`config.mk`:
```
export PLATFORM = sky130hd
export DESIGN_NAME = sc_coinc_trigger
export DESIGN_NICKNAME = d
export VERILOG_FILES = /design/src/rtl/sc_trig_pkg.sv /design/src/rtl/sc_trig_datapath.sv /design/src/rtl/sc_trig_control.sv /design/src/rtl/sc_coinc_trigger.sv
export SDC_FILE = /design/constraint.sdc
export NUM_CORES = 1
export LEC_CHECK = 0
export ABC_AREA = 1
export BUFFER_PORTS_ARGS = -buffer_cell sky130_fd_sc_hd__buf_2
export CAP_MARGIN = 10
export CORE_AREA = 5 5 114 126
export DETAILED_ROUTE_END_ITERATION = 8
export DIE_AREA = 0 0 119 131
export GPL_TIMING_DRIVEN = 0
export PLACE_DENSITY = 0.52
export SLEW_MARGIN = 10
export SYNTH_ARGS = -nofsm -noshare
export SYNTH_HDL_FRONTEND = slang
export SYNTH_SLANG_ARGS = --single-unit
```
`constraint.sdc`:
```
create_clock -name clk -period 1.3 [get_ports clk]
set_clock_uncertainty 0.05 [all_clocks]
set_input_delay 0.195 -clock clk [delete_from_list [all_inputs] [get_ports clk]]
set_output_delay 0.195 -clock clk [all_outputs]
set_load 0.02 [all_outputs]
```
`src/rtl/sc_trig_pkg.sv`:
```
package sc_trig_pkg;

  localparam logic [15:0] CODE_EITHER = 16'hC0FE;
  localparam logic [15:0] CODE_BOTH   = 16'hC0F0;

  typedef struct packed {
    logic modeEither;
    logic modeBoth;
  } modeStrb_t;

  // Offset of the first end line of bar k inside one cable.
  function automatic int firstEnd(input int k);
    int base;
    case (k / 2)
      0:       base = 0;
      1:       base = 10;
      2:       base = 2;
      default: base = 8;
    endcase
    return base + (k % 2);
  endfunction

  // Offset of the opposite end line of bar k inside one cable.
  function automatic int secondEnd(input int k);
    int base;
    case (k / 2)
      0:       base = 14;
      1:       base = 6;
      2:       base = 12;
      default: base = 4;
    endcase
    return base + (k % 2);
  endfunction

endpackage

```
`src/rtl/sc_trig_datapath.sv`:
```
module sc_trig_datapath
  import sc_trig_pkg::*;
#(
  parameter int CABLE_W     = 16,
  parameter int BARS        = 8,
  parameter int SYNC_STAGES = 2
) (
  input  logic                   clk,
  input  logic                   rstN,
  input  logic [2*CABLE_W-1:0]   hitIn,
  input  logic [2*CABLE_W-1:0]   tdcMaskIn,
  input  logic [2*BARS-1:0]      trgMaskIn,
  input  modeStrb_t              modeStrb,
  output logic [2:0]             grpQ,
  output logic                   condQ
);

  localparam int HITS  = 2 * CABLE_W;
  localparam int NBARS = 2 * BARS;

  logic [SYNC_STAGES-1:0][HITS-1:0] syncPipe;
  logic [HITS-1:0]  tdcMaskQ;
  logic [NBARS-1:0] trgMaskQ;
  logic [HITS-1:0]  hitMasked;
  logic [NBARS-1:0] barSig;
  logic [NBARS-1:0] barGated;
  logic             grpA;
  logic             grpB;
  logic             condNext;

  // synchronizer chain
  always_ff @(posedge clk or negedge rstN) begin
    if (!rstN) syncPipe[0] <= '0;
    else       syncPipe[0] <= hitIn;
  end

  for (genvar s = 1; s < SYNC_STAGES; s++) begin : g_sync
    always_ff @(posedge clk or negedge rstN) begin
      if (!rstN) syncPipe[s] <= '0;
      else       syncPipe[s] <= syncPipe[s-1];
    end
  end

  // configuration copies
  always_ff @(posedge clk or negedge rstN) begin
    if (!rstN) begin
      tdcMaskQ <= '0;
      trgMaskQ <= '0;
    end else begin
      tdcMaskQ <= tdcMaskIn;
      trgMaskQ <= trgMaskIn;
    end
  end

  assign hitMasked = syncPipe[SYNC_STAGES-1] & tdcMaskQ;

  // bar forming: both ends of each bar must fire
  for (genvar c = 0; c < 2; c++) begin : g_cable
    for (genvar k = 0; k < BARS; k++) begin : g_bar
      localparam int EndA = c * CABLE_W + firstEnd(k);
      localparam int EndB = c * CABLE_W + secondEnd(k);
      assign barSig[c*BARS+k] = hitMasked[EndA] & hitMasked[EndB];
    end
  end

  assign barGated = barSig & trgMaskQ;
  assign grpA     = |barGated[BARS-1:0];
  assign grpB     = |barGated[NBARS-1:BARS];

  always_comb begin
    condNext = 1'b0;
    if (modeStrb.modeEither) condNext = grpA | grpB;
    if (modeStrb.modeBoth)   condNext = grpA & grpB;
  end

  always_ff @(posedge clk or negedge rstN) begin
    if (!rstN) begin
      grpQ  <= '0;
      condQ <= 1'b0;
    end else begin
      grpQ  <= {grpA & grpB, grpB, grpA};
      condQ <= condNext;
    end
  end

endmodule

```
`src/rtl/sc_trig_control.sv`:
```
module sc_trig_control
  import sc_trig_pkg::*;
#(
  parameter int CTRL_W = 16
) (
  input  logic              clk,
  input  logic              rstN,
  input  logic [CTRL_W-1:0] ctrlIn,
  input  logic              condQ,
  output modeStrb_t         modeStrb,
  output logic              trigPulse
);

  logic [CTRL_W-1:0] ctrlQ;
  logic              armed;

  always_ff @(posedge clk or negedge rstN) begin
    if (!rstN) ctrlQ <= '0;
    else       ctrlQ <= ctrlIn;
  end

  always_comb begin
    modeStrb = '0;
    if (ctrlQ == CTRL_W'(CODE_EITHER)) modeStrb.modeEither = 1'b1;
    if (ctrlQ == CTRL_W'(CODE_BOTH))   modeStrb.modeBoth   = 1'b1;
  end

  // one pulse per continuous condition; re-arm when it drops
  always_ff @(posedge clk or negedge rstN) begin
    if (!rstN) begin
      armed     <= 1'b1;
      trigPulse <= 1'b0;
    end else begin
      trigPulse <= condQ & armed;
      if (!condQ)     armed <= 1'b1;
      else if (armed) armed <= 1'b0;
    end
  end

endmodule

```
`src/rtl/sc_coinc_trigger.sv`:
```
module sc_coinc_trigger
  import sc_trig_pkg::*;
#(
  parameter int CABLE_W     = 16,
  parameter int BARS        = 8,
  parameter int SYNC_STAGES = 2,
  parameter int CTRL_W      = 16
) (
  input  logic                 clk,
  input  logic                 rstN,
  input  logic [2*CABLE_W-1:0] hitIn,
  input  logic [2*CABLE_W-1:0] tdcMask,
  input  logic [2*BARS-1:0]    trgMask,
  input  logic [CTRL_W-1:0]    ctrlWord,
  output logic [2:0]           timingOut,
  output logic                 trigPulse
);

  modeStrb_t modeStrb;
  logic      condQ;

  sc_trig_datapath #(
    .CABLE_W(CABLE_W), .BARS(BARS), .SYNC_STAGES(SYNC_STAGES)
  ) u_dp (
    .clk(clk), .rstN(rstN), .hitIn(hitIn), .tdcMaskIn(tdcMask),
    .trgMaskIn(trgMask), .modeStrb(modeStrb), .grpQ(timingOut), .condQ(condQ)
  );

  sc_trig_control #(.CTRL_W(CTRL_W)) u_ctl (
    .clk(clk), .rstN(rstN), .ctrlIn(ctrlWord), .condQ(condQ),
    .modeStrb(modeStrb), .trigPulse(trigPulse)
  );

endmodule

```
==> Word level (Yosys, flattened, before mapping) <==
Index checks and enable logic that the tools add are counted.
{ "word_totals": {"reg_bits": 134, "latch_bits": 0, "ramBits": 0, "rom_bits": 0, "inputBits": 98, "wordCells": 39, "n_memories": 0} }
{ "classes": {"addsub": 0, "n_mul": 0, "div_mod_pow": 0, "magnitude_cmp": 0, "eq_ne": 2, "shifts": 0, "mux": 5, "bitwise_logic": 21, "n_reduce_logical": 2} }
{ "ops": {"columns": ["op", "count"], "rows": [
  ["$and A32 B32 Y32", 1],
  ["$eq A16 B16 Y1 const B", 2],
  ["$and A1 B1 Y1", 18],
  ["$and A16 B16 Y16", 1],
  ["$reduce_or A8 Y1", 2],
  ["$mux W1", 5],
  ["$or A1 B1 Y1", 1]
]} }

==> Depth between registers and ports, before layout <==
Gate-level depths: netlist (run 1).
{ "logic_depth": {"word_depth": 7, "ltp_mapped": 8} }

==> Hierarchy <==
Synthesis (run 1) repeated with hierarchy kept, for this count alone.
{ "unflattened": {"hier_cells": 256, "hier_area_um2": 3854.9} }
{ "by_module_without_submodules": {"columns": ["mod", "n_inst", "cells_per_inst", "area_per_inst_um2", "seq_area_each_um2"], "rows": [
  ["sc_trig_datapath", 1, 209, 3290.7, 2902.8],
  ["sc_trig_control", 1, 47, 564.3, 451.7]
]} }

==> Worst setup path before layout (run 1) <==
OpenSTA, ideal clock, no wires.
{ "synth_path": {"path_kind": "register -> register", "from": "register u_ctl.ctrlQ[1]", "to": "register u_dp.condQ", "setup_ps": 65, "t_arrival_ps": 927, "required_time_ps": 1185, "path_slack_ps": 258, "path_stages_with_launch": 5, "path_buffers": 0, "path_cell_list": "dfrtp_1 > or3_1 > nor2_1 > nand3_1 > nand2_1"} }
{ "synth_via": {"elab_chain_len": 4, "elab_cells_between_ends": 6, "cone_classes": "2 x eq/ne; 4 x mux"} }
{ "synth_rtl": {"columns": ["element", "line", "text"], "rows": [
  ["start, declared", "sc_trig_control.sv:14", "logic [CTRL_W-1:0] ctrlQ;"],
  ["start signal, assigned", "sc_trig_control.sv:19", "else ctrlQ <= ctrlIn;"],
  ["$eq A16 B16 Y1", "sc_trig_control.sv:24", "if (ctrlQ == CTRL_W'(CODE_EITHER)) modeStrb.modeEither = 1'b1;"],
  ["$mux W1", "sc_trig_control.sv:24", null],
  ["$mux W1", "sc_trig_datapath.sv:72", "if (modeStrb.modeEither) condNext = grpA | grpB;"],
  ["$mux W1 (*)", "sc_trig_datapath.sv:73", "if (modeStrb.modeBoth) condNext = grpA & grpB;"],
  ["net u_dp.condNext", "sc_trig_datapath.sv:29", "logic condNext;"],
  ["end signal, assigned", "sc_trig_datapath.sv:82", "condQ <= condNext;"],
  ["end, declared", "sc_trig_datapath.sv:15", "output logic condQ"]
]} }
Mark *: on every way through the listed nets, which the timed path passes. The rest lies on a longest branch.

==> Worst setup path after layout (run 1) <==
{ "layout_path": {"from": "register u_dp.grpQ[1]", "to": "output port timingOut[1]"} }
{ "layout_rtl": {"columns": ["element", "line", "text"], "rows": [
  ["start, declared", "sc_trig_datapath.sv:14", "output logic [2:0] grpQ,"],
  ["start signal, assigned", "sc_trig_datapath.sv:81", "grpQ <= {grpA & grpB, grpB, grpA};"],
  ["end, declared", "sc_coinc_trigger.sv:15", "output logic [2:0] timingOut,"]
]} }
No word-level cell between the ends.

==> results of run 1 <==
layout by cell type, fill, tap and decap left out, types with 2 or more instances in the layout:
master         synthesis  routed
buf_2                  0     100
bufinv_16              0       2
clkbuf_16              0      17
clkbuf_8               0       9
clkinv_2               0       2
clkinvlp_4             0       2
dfrtp_1              133     133
dlygate4sd3_1          0      97
inv_1                  9       9
nand2_1               36      33
nand2_2                2       5
nand3_1               18      17
nor2_1                37      35
nor2_2                 0       2
cell families (layout without fill, tap and decap cells):
logic type,after synthesis,count (layout),share of synthesized area (%)
flops,134,134,88.51
simple gates,97,97,10.60
buf+inv,9,240,0.8913
layout make-up:
type	instances	area, um2
Inverter	9	33.78
Sequential cell	134	3354
Tap cell	161	201.4
Fill cell	1122	6839
Clock buffer	26	549.3
Clock inverter	6	85.08
Multi-Input combinational cell	97	419.2
Timing Repair Buffer	199	1510
what timing repair did:
| item | 4_1_cts | 5_1_grt |
|---|---|---|
| hold buffers | 97 | 0 |
| setup endpoints to repair | 0 | 1 |
| setup buffers | 0 | 0 |
| hold endpoints to repair | 154 | 0 |
| gates resized for setup | 0 | 6 |
path summary, 6_finish.rpt:
kind                                     endpoint  slack, ps  cells past startpoint
max in group asynchronous       u_dp.syncPipe[61]        210                      3
worst min-delay path             u_dp.syncPipe[0]        270                      2
worst max register to register         u_dp.condQ        140                      8
worst min register to register  u_dp.syncPipe[34]        300                      0
worst max-delay path                 timingOut[1]        130                      1
min in group clk                u_dp.syncPipe[34]        300                      0
registers in the layout, summed over array words and instances (netlist names):
signal,count
u_dp.syncPipe,64
u_dp.tdcMaskQ,32
u_ctl.ctrlQ,16
u_dp.trgMaskQ,16
u_dp.grpQ,3
u_ctl.armed,1
u_ctl.trigPulse,1
u_dp.condQ,1
synthesized netlist by cell type:
library cell  count
nand3b_1          1
nor2_1           37
inv_1             9
dfrtp_1         133
dfstp_2           1
nand3_1          18
nor3_1            1
nand4_1           1
nand2_2           2
or3_1             1
nand2_1          36
power by group:
part	switching [mW]	internal, mW
clock	1.64	3.28
sequential	0.0594	4.38
combinational	0.215	0.337
per-layer routing:
metal  track usage [%]  up-vias  part of all wire [%]
met1             12.09     1149                    41
met3             5.381       18                   6.3
met5                 0        -                     0
li1                  -     1187                     -
met4             5.249        0                   2.6
met2             17.86       75                    50
worst reg2reg max path, delay by kind of cell (launching register included):
family	cells	cell delay (ps)
flip-flops	1	380
AND/OR/NAND/NOR	8	610
metrics by stage:
step           worst slack (ps)  util (%)  TNS [ps]  instance area [um2]
3_5_place_dp              83.97     34.87         0                 4531
6_report                  133.0     47.36         0                 6153
2_1_floorplan             258.1         -         0                 3790
4_1_cts                   79.93     47.23         0                 6136
3_3_place_gp              -1657     34.61   -220240                 4497
5_1_grt                   9.049     47.36         0                 6153
==> load_flow_metrics.sql, run 1 <==
INSERT INTO impl_metrics (metric_group, metric, value, unit) VALUES
('final_layout', 'syn_to_final_growth', '62.36', '%'),
('critical_path', 'cp_slowest_cell', 'dfrtp_1', ''),
('global_route', 'grt_pass1_wl', '12.81', 'mm'),
('timing', 'hold-worst-slack', '266.3', 'ps'),
('job', 'timing.max_cap.violations', '0', ''),
('outcome', 'run_status', 'finished clean', ''),
('critical_path', 'critPathRequiredTime', '1050', 'ps'),
('logic_synthesis', 'post-synth-top-area-fraction', '87.82', '%'),
('drt', 'detailed_route_wire_length', '7.621', 'mm'),
('final_layout', 'nNetsFinal', '556', ''),
('critical_path', 'path_delay_family', 'flip-flops', ''),
('power_and_ir_drop', 'report.power.total', '9.911', 'mW'),
('power_and_ir_drop', 'ir_worst_vdd', '985.2', 'uV'),
('drt', 'routedWlPerCell', '12.06', 'um'),
('timing', 'max-slew-margin-rel', '63.57', '%'),
('critical_path', 'buffers_inverters_on_critical_path', '1', ''),
('floorplan', 'fp-row-count', '44', ''),
('global_route', 'grt_antenna_before_repair', '0', ''),
('critical_path', 'cp_cell_sequence', 'buf_2', ''),
('logic_synthesis', 'postSynthCellCount', '240', ''),
('floorplan', 'die-height', '131', 'um'),
('timing', 'final_hold_violations', '0', ''),
('power_and_ir_drop', 'power.density', '1611', 'nW/um2'),
('floorplan', 'floorplan.die_area', '15590', 'um2'),
('timing', 'fin_crit_sh', '89.77', '%'),
('cts', 'ctsHtreeMaxLevel', '4', ''),
('global_route', 'grt_overflow_total', '0', ''),
('place', 'gpl.final_weighted_congestion', '0.7039', ''),
('cts', 'clock_tree_from_tritoncts', 'yes', ''),
('timing', 'final_period_minus_worst_setup_slack', '1167', 'ps'),
('place', 'dp_hpwl', '4.643', 'mm'),
('critical_path', 'critical-path-max-stage-delay', '370', 'ps'),
('global_route', 'grt_usage', '10.95', '%'),
('final_layout', 'post_route_cells_drive_above_1_share', '30.36', '%'),
('logic_synthesis', 'synth-seq-cells', '134', ''),
('place', 'post-place-cells', '503', ''),
('logic_synthesis', 'synthesis.area', '3790', 'um2'),
('global_route', 'grt_start_max_net_pins', '76', ''),
('floorplan', 'io_pins', '102', ''),
('drt', 'detailedRoute.firstPassIterationCount', '4', ''),
('cts', 'clock_path_buffers', '2', ''),
('drt', 'detail_route.vias_per_cell', '3.843', ''),
('critical_path', 'critical_path.endpoint_type', 'primary output', ''),
('logic_synthesis', 'synth.largest_area_cell', 'dfrtp_1', ''),
('cts', 'worst_skew_pair.late_latency', '410', 'ps'),
('critical_path', 'rr_startpoint', 'u_dp.trgMaskQ[8]', ''),
('timing', 'fmax', '856.9', 'MHz'),
('drt', 'drcViolationCount', '0', ''),
('place', 'io_buffers', '101', ''),
('logic_synthesis', 'synth_area_per_cell', '15.79', 'um2'),
('drt', 'route.antenna.remaining_nets', '0', ''),
('logic_synthesis', 'synthDistinctLibCells', '11', ''),
('critical_path', 'critical_path_startpoint_category', 'register', ''),
('final_layout', 'final-instance-count-excl-fill', '632', ''),
('critical_path', 'crit_path_start', 'u_dp.grpQ[1]', ''),
('logic_synthesis', 'postSynthNetCount', '338', ''),
('floorplan', 'design.core.area', '12990', 'um2'),
('logic_synthesis', 'synth_area_leaders', 'dfrtp_1 88%, nor2_1 3.7%, nand2_1 3.6%, nand3_1 2.4%, inv_1 0.89%', ''),
('global_route', 'grt_pass1_vias', '2739', ''),
('drt', 'dr_vias', '2429', ''),
('timing', 'worstMarginPinSlew', '546.5', 'ps'),
('critical_path', 'timing.setup.critical_path_class', 'reg2out', ''),
('cts', 'tritoncts.num_buffers', '17', ''),
('critical_path', 'data_arrival_time_of_the_critical_path', '920', 'ps'),
('timing', 'final_max_slew_viol_count', '0', ''),
('logic_synthesis', 'seq_area_frac_synth', '88.51', '%'),
('cts', 'clock_sinks', '134', ''),
('critical_path', 'crit_fanout', '1', ''),
('cts', 'cts_root_buf', 'clkbuf_16', ''),
('floorplan', 'die-width', '119', 'um'),
('final_layout', 'antenna_cells_inserted', '0', ''),
('logic_synthesis', 'ys.warnings.count', '0', ''),
('timing', 'report.final.setup_viol', '0', ''),
('floorplan', 'start_util', '29.17', '%'),
('timing', 'grt_setup_unrepaired', 'false', ''),
('worst_hold_path', 'hold_path_class', 'in2async', ''),
('power_and_ir_drop', 'p_leak', '2.913', 'nW'),
('cts', 'clkTransAtPathRegs', '50', 'ps'),
('drt', 'drt-initial-drc-count', '71', '');
No activity file was read; power rests on OpenSTA's default activity.
==> run 2, diff against run 1 <==
--- a/config.mk
+++ b/config.mk
@@ -6,7 +6,7 @@
 export NUM_CORES = 1
 export LEC_CHECK = 0
 export ABC_AREA = 1
-export BUFFER_PORTS_ARGS = -buffer_cell sky130_fd_sc_hd__buf_2
+export BUFFER_PORTS_ARGS = -buffer_cell sky130_fd_sc_hd__clkbuf_2
 export CAP_MARGIN = 10
 export CORE_AREA = 5 5 114 126
 export DETAILED_ROUTE_END_ITERATION = 8
==> run 2 against run 1 <==
Final area fell by 0.41%. Maximum frequency is 3.2% lower. First-iteration DRC count down 2.8%. Clock-buffer cell count decreased by 4. Global-route usage shrank 0.14 points. Critical path depth grew 7. Clock power down 3%. Largest power group unchanged.
==> load_flow_metrics.sql, run 2 (synthesized netlist as in run 1, its figures left out) <==
INSERT INTO impl_metrics (metric_group, metric, value, unit) VALUES
('outcome', 'run_status', 'finished clean', ''),
('floorplan', 'fp-row-count', '44', ''),
('power_and_ir_drop', 'power.density', '1592', 'nW/um2'),
('timing', 'hold-worst-slack', '262.6', 'ps'),
('drt', 'routedWlPerCell', '11.95', 'um'),
('place', 'gpl.final_weighted_congestion', '0.7081', ''),
('global_route', 'grt_start_max_net_pins', '76', ''),
('floorplan', 'die-height', '131', 'um'),
('drt', 'detail_route.vias_per_cell', '3.764', ''),
('critical_path', 'cp_cell_sequence', 'nand3_1 -> nor2_1 -> nor2_1 -> nand2_1 -> nor2_2 -> nand2_1 -> nand2_1 -> nand2_1', ''),
('power_and_ir_drop', 'report.power.total', '9.756', 'mW'),
('timing', 'max-slew-margin-rel', '67.49', '%'),
('floorplan', 'start_util', '29.17', '%'),
('final_layout', 'reg.largest.list', 'u_dp.syncPipe (64), u_dp.tdcMaskQ (32)', ''),
('drt', 'route.antenna.remaining_nets', '0', ''),
('power_and_ir_drop', 'p_seq_share', '45.6', '%'),
('worst_hold_path', 'hold_path_class', 'in2async', ''),
('cts', 'clock_sinks', '134', ''),
('drt', 'drt-initial-drc-count', '69', ''),
('cts', 'cts_root_buf', 'clkbuf_16', ''),
('global_route', 'grtUsageMet2', '18.06', '%'),
('place', 'dp_hpwl', '4.674', 'mm'),
('global_route', 'grt_overflow_total', '0', ''),
('cts', 'ctsHtreeMaxLevel', '4', ''),
('critical_path', 'path_delay_family', 'simple AND/OR/NAND/NOR gates', ''),
('floorplan', 'die-width', '119', 'um'),
('cts', 'clock_tree_from_tritoncts', 'yes', ''),
('critical_path', 'buffers_inverters_on_critical_path', '0', ''),
('critical_path', 'cp_slowest_cell', 'dfrtp_1', ''),
('power_and_ir_drop', 'power.share.combinational', '5.7', '%'),
('drt', 'dr_vias', '2375', ''),
('global_route', 'grt_usage', '10.81', '%'),
('cts', 'clkTransAtPathRegs', '60', 'ps'),
('global_route', 'grt.met1_usage', '12.03', '%'),
('cts', 'tritoncts.num_buffers', '17', ''),
('timing', 'final_hold_violations', '0', ''),
('power_and_ir_drop', 'power.share.clock', '48.7', '%'),
('final_layout', 'layout.cells.most_common', 'dfrtp_1', ''),
('power_and_ir_drop', 'ir_worst_vdd', '1031', 'uV'),
('job', 'timing.max_cap.violations', '0', ''),
('critical_path', 'critical-path-max-stage-delay', '380', 'ps'),
('floorplan', 'io_pins', '102', ''),
('power_and_ir_drop', 'netSwitchingFraction', '19.39', '%'),
('drt', 'detailed_route_wire_length', '7.539', 'mm'),
('final_layout', 'antenna_cells_inserted', '0', ''),
('timing', 'final_period_minus_worst_setup_slack', '1205', 'ps'),
('timing', 'fmax', '829.6', 'MHz'),
('timing', 'final_max_slew_viol_count', '0', ''),
('global_route', 'grt_antenna_before_repair', '0', ''),
('timing', 'fin_crit_sh', '92.72', '%'),
('global_route', 'grt_pass1_wl', '12.69', 'mm'),
('floorplan', 'floorplan.die_area', '15590', 'um2'),
('timing', 'report.final.setup_viol', '0', ''),
('cts', 'clock_path_buffers', '2', ''),
('final_layout', 'layout.core_utilization', '47.17', '%'),
('global_route', 'groute.layer.met3.usage', '4.907', '%'),
('drt', 'drcViolationCount', '0', ''),
('global_route', 'busiest_layer', 'met2', ''),
('critical_path', 'critical_path_startpoint_category', 'register', ''),
('cts', 'worst_skew_pair.late_latency', '400', 'ps'),
('power_and_ir_drop', 'p_leak', '2.915', 'nW'),
('final_layout', 'flip_flop_count_of_the_largest_register_after_layout', '64', ''),
('final_layout', 'post_route_cells_drive_above_1_share', '30.21', '%'),
('final_layout', 'largest-register', 'u_dp.syncPipe', ''),
('power_and_ir_drop', 'p_int', '7.865', 'mW'),
('power_and_ir_drop', 'p_switching', '1.891', 'mW'),
('global_route', 'grt_pass1_vias', '2745', ''),
('critical_path', 'critPathRequiredTime', '1540', 'ps'),
('final_layout', 'layout_common_cells', '133 x dfrtp_1, 100 x clkbuf_2, 97 x dlygate4sd3_1, 34 x nand2_1, 33 x nor2_1', ''),
('final_layout', 'syn_to_final_growth', '61.70', '%'),
('floorplan', 'design.core.area', '12990', 'um2'),
('critical_path', 'crit_fanout', '2', ''),
('critical_path', 'data_arrival_time_of_the_critical_path', '1450', 'ps'),
('drt', 'detailedRoute.firstPassIterationCount', '2', ''),
('critical_path', 'worst_path_most_repeated_cell', 'nand2_1', ''),
('final_layout', 'nNetsFinal', '556', ''),
('place', 'io_buffers', '101', ''),
('timing', 'worstMarginPinSlew', '487.6', 'ps'),
('critical_path', 'critical_path.endpoint_type', 'register', ''),
('critical_path', 'timing.setup.critical_path_class', 'reg2reg', '');
-- run 2: cell type report --
class / instances / area (um2)
sequential: 134 / 3354
clock inverter: 9 / 125.1
clock buffer: 22 / 474.2
tap: 161 / 201.4
timing repair buffer: 199 / 1513
inverter: 9 / 33.78
multi-input combinational: 97 / 426.7
fill: 1131 / 6864
-- run 2: power groups by stage --
stage / combinational, mW / clock [mW] / sequential (mW)
floorplan: 0.0569 / 0 / 4.51
global placement: 0.308 / 0 / 4.51
detailed placement: 0.331 / 0 / 4.52
CTS: 0.563 / 4.88 / 4.44
global route: 0.629 / 5.09 / 4.46
finish: 0.557 / 4.75 / 4.44
-- run 2: final timing paths --
check | from | endpoint | slack (ps) | depth (start not counted)
hold reg to reg | u_dp.syncPipe[29] | u_dp.syncPipe[61] | 290 | 0
hold / removal | rstN | u_dp.syncPipe[14] | 260 | 2
setup reg to reg | u_dp.syncPipe[55] | u_dp.condQ | 90 | 8
min in group clk | u_dp.syncPipe[29] | u_dp.syncPipe[61] | 290 | 0
setup / recovery | u_dp.syncPipe[55] | u_dp.condQ | 90 | 8
max in group asynchronous | rstN | u_dp.syncPipe[29] | 240 | 3
-- run 2: metrics by stage --
| stage | setup TNS, ps | std cells | instance area (um2) | setup WS (ps) |
|---|---|---|---|---|
| 2_1_floorplan | 0 | 240 | 3790 | 258.1 |
| 3_3_place_gp | -263390 | 502 | 4497 | -1980 |
| 3_5_place_dp | 0 | 503 | 4533 | 95.21 |
| 4_1_cts | 0 | 631 | 6103 | 71.19 |
| 5_1_grt | -5.592 | 631 | 6128 | -5.592 |
| 6_report | 0 | 631 | 6128 | 94.61 |
-- run 2: routing by layer --
| layer | vias up | wire, um |
|---|---|---|
| li1 | 1183 | - |
| met1 | 1113 | 3042 |
| met2 | 69 | 3854 |
| met3 | 10 | 518 |
| met4 | 0 | 123 |
| met5 | - | 0 |
-- run 2: what timing repair did --
action,4_1_cts,5_1_grt
hold buffers,97,0
resized for setup,0,8
buffers inserted,0,0
setup endpoints to repair,0,1
endpoints found under the hold margin,154,0
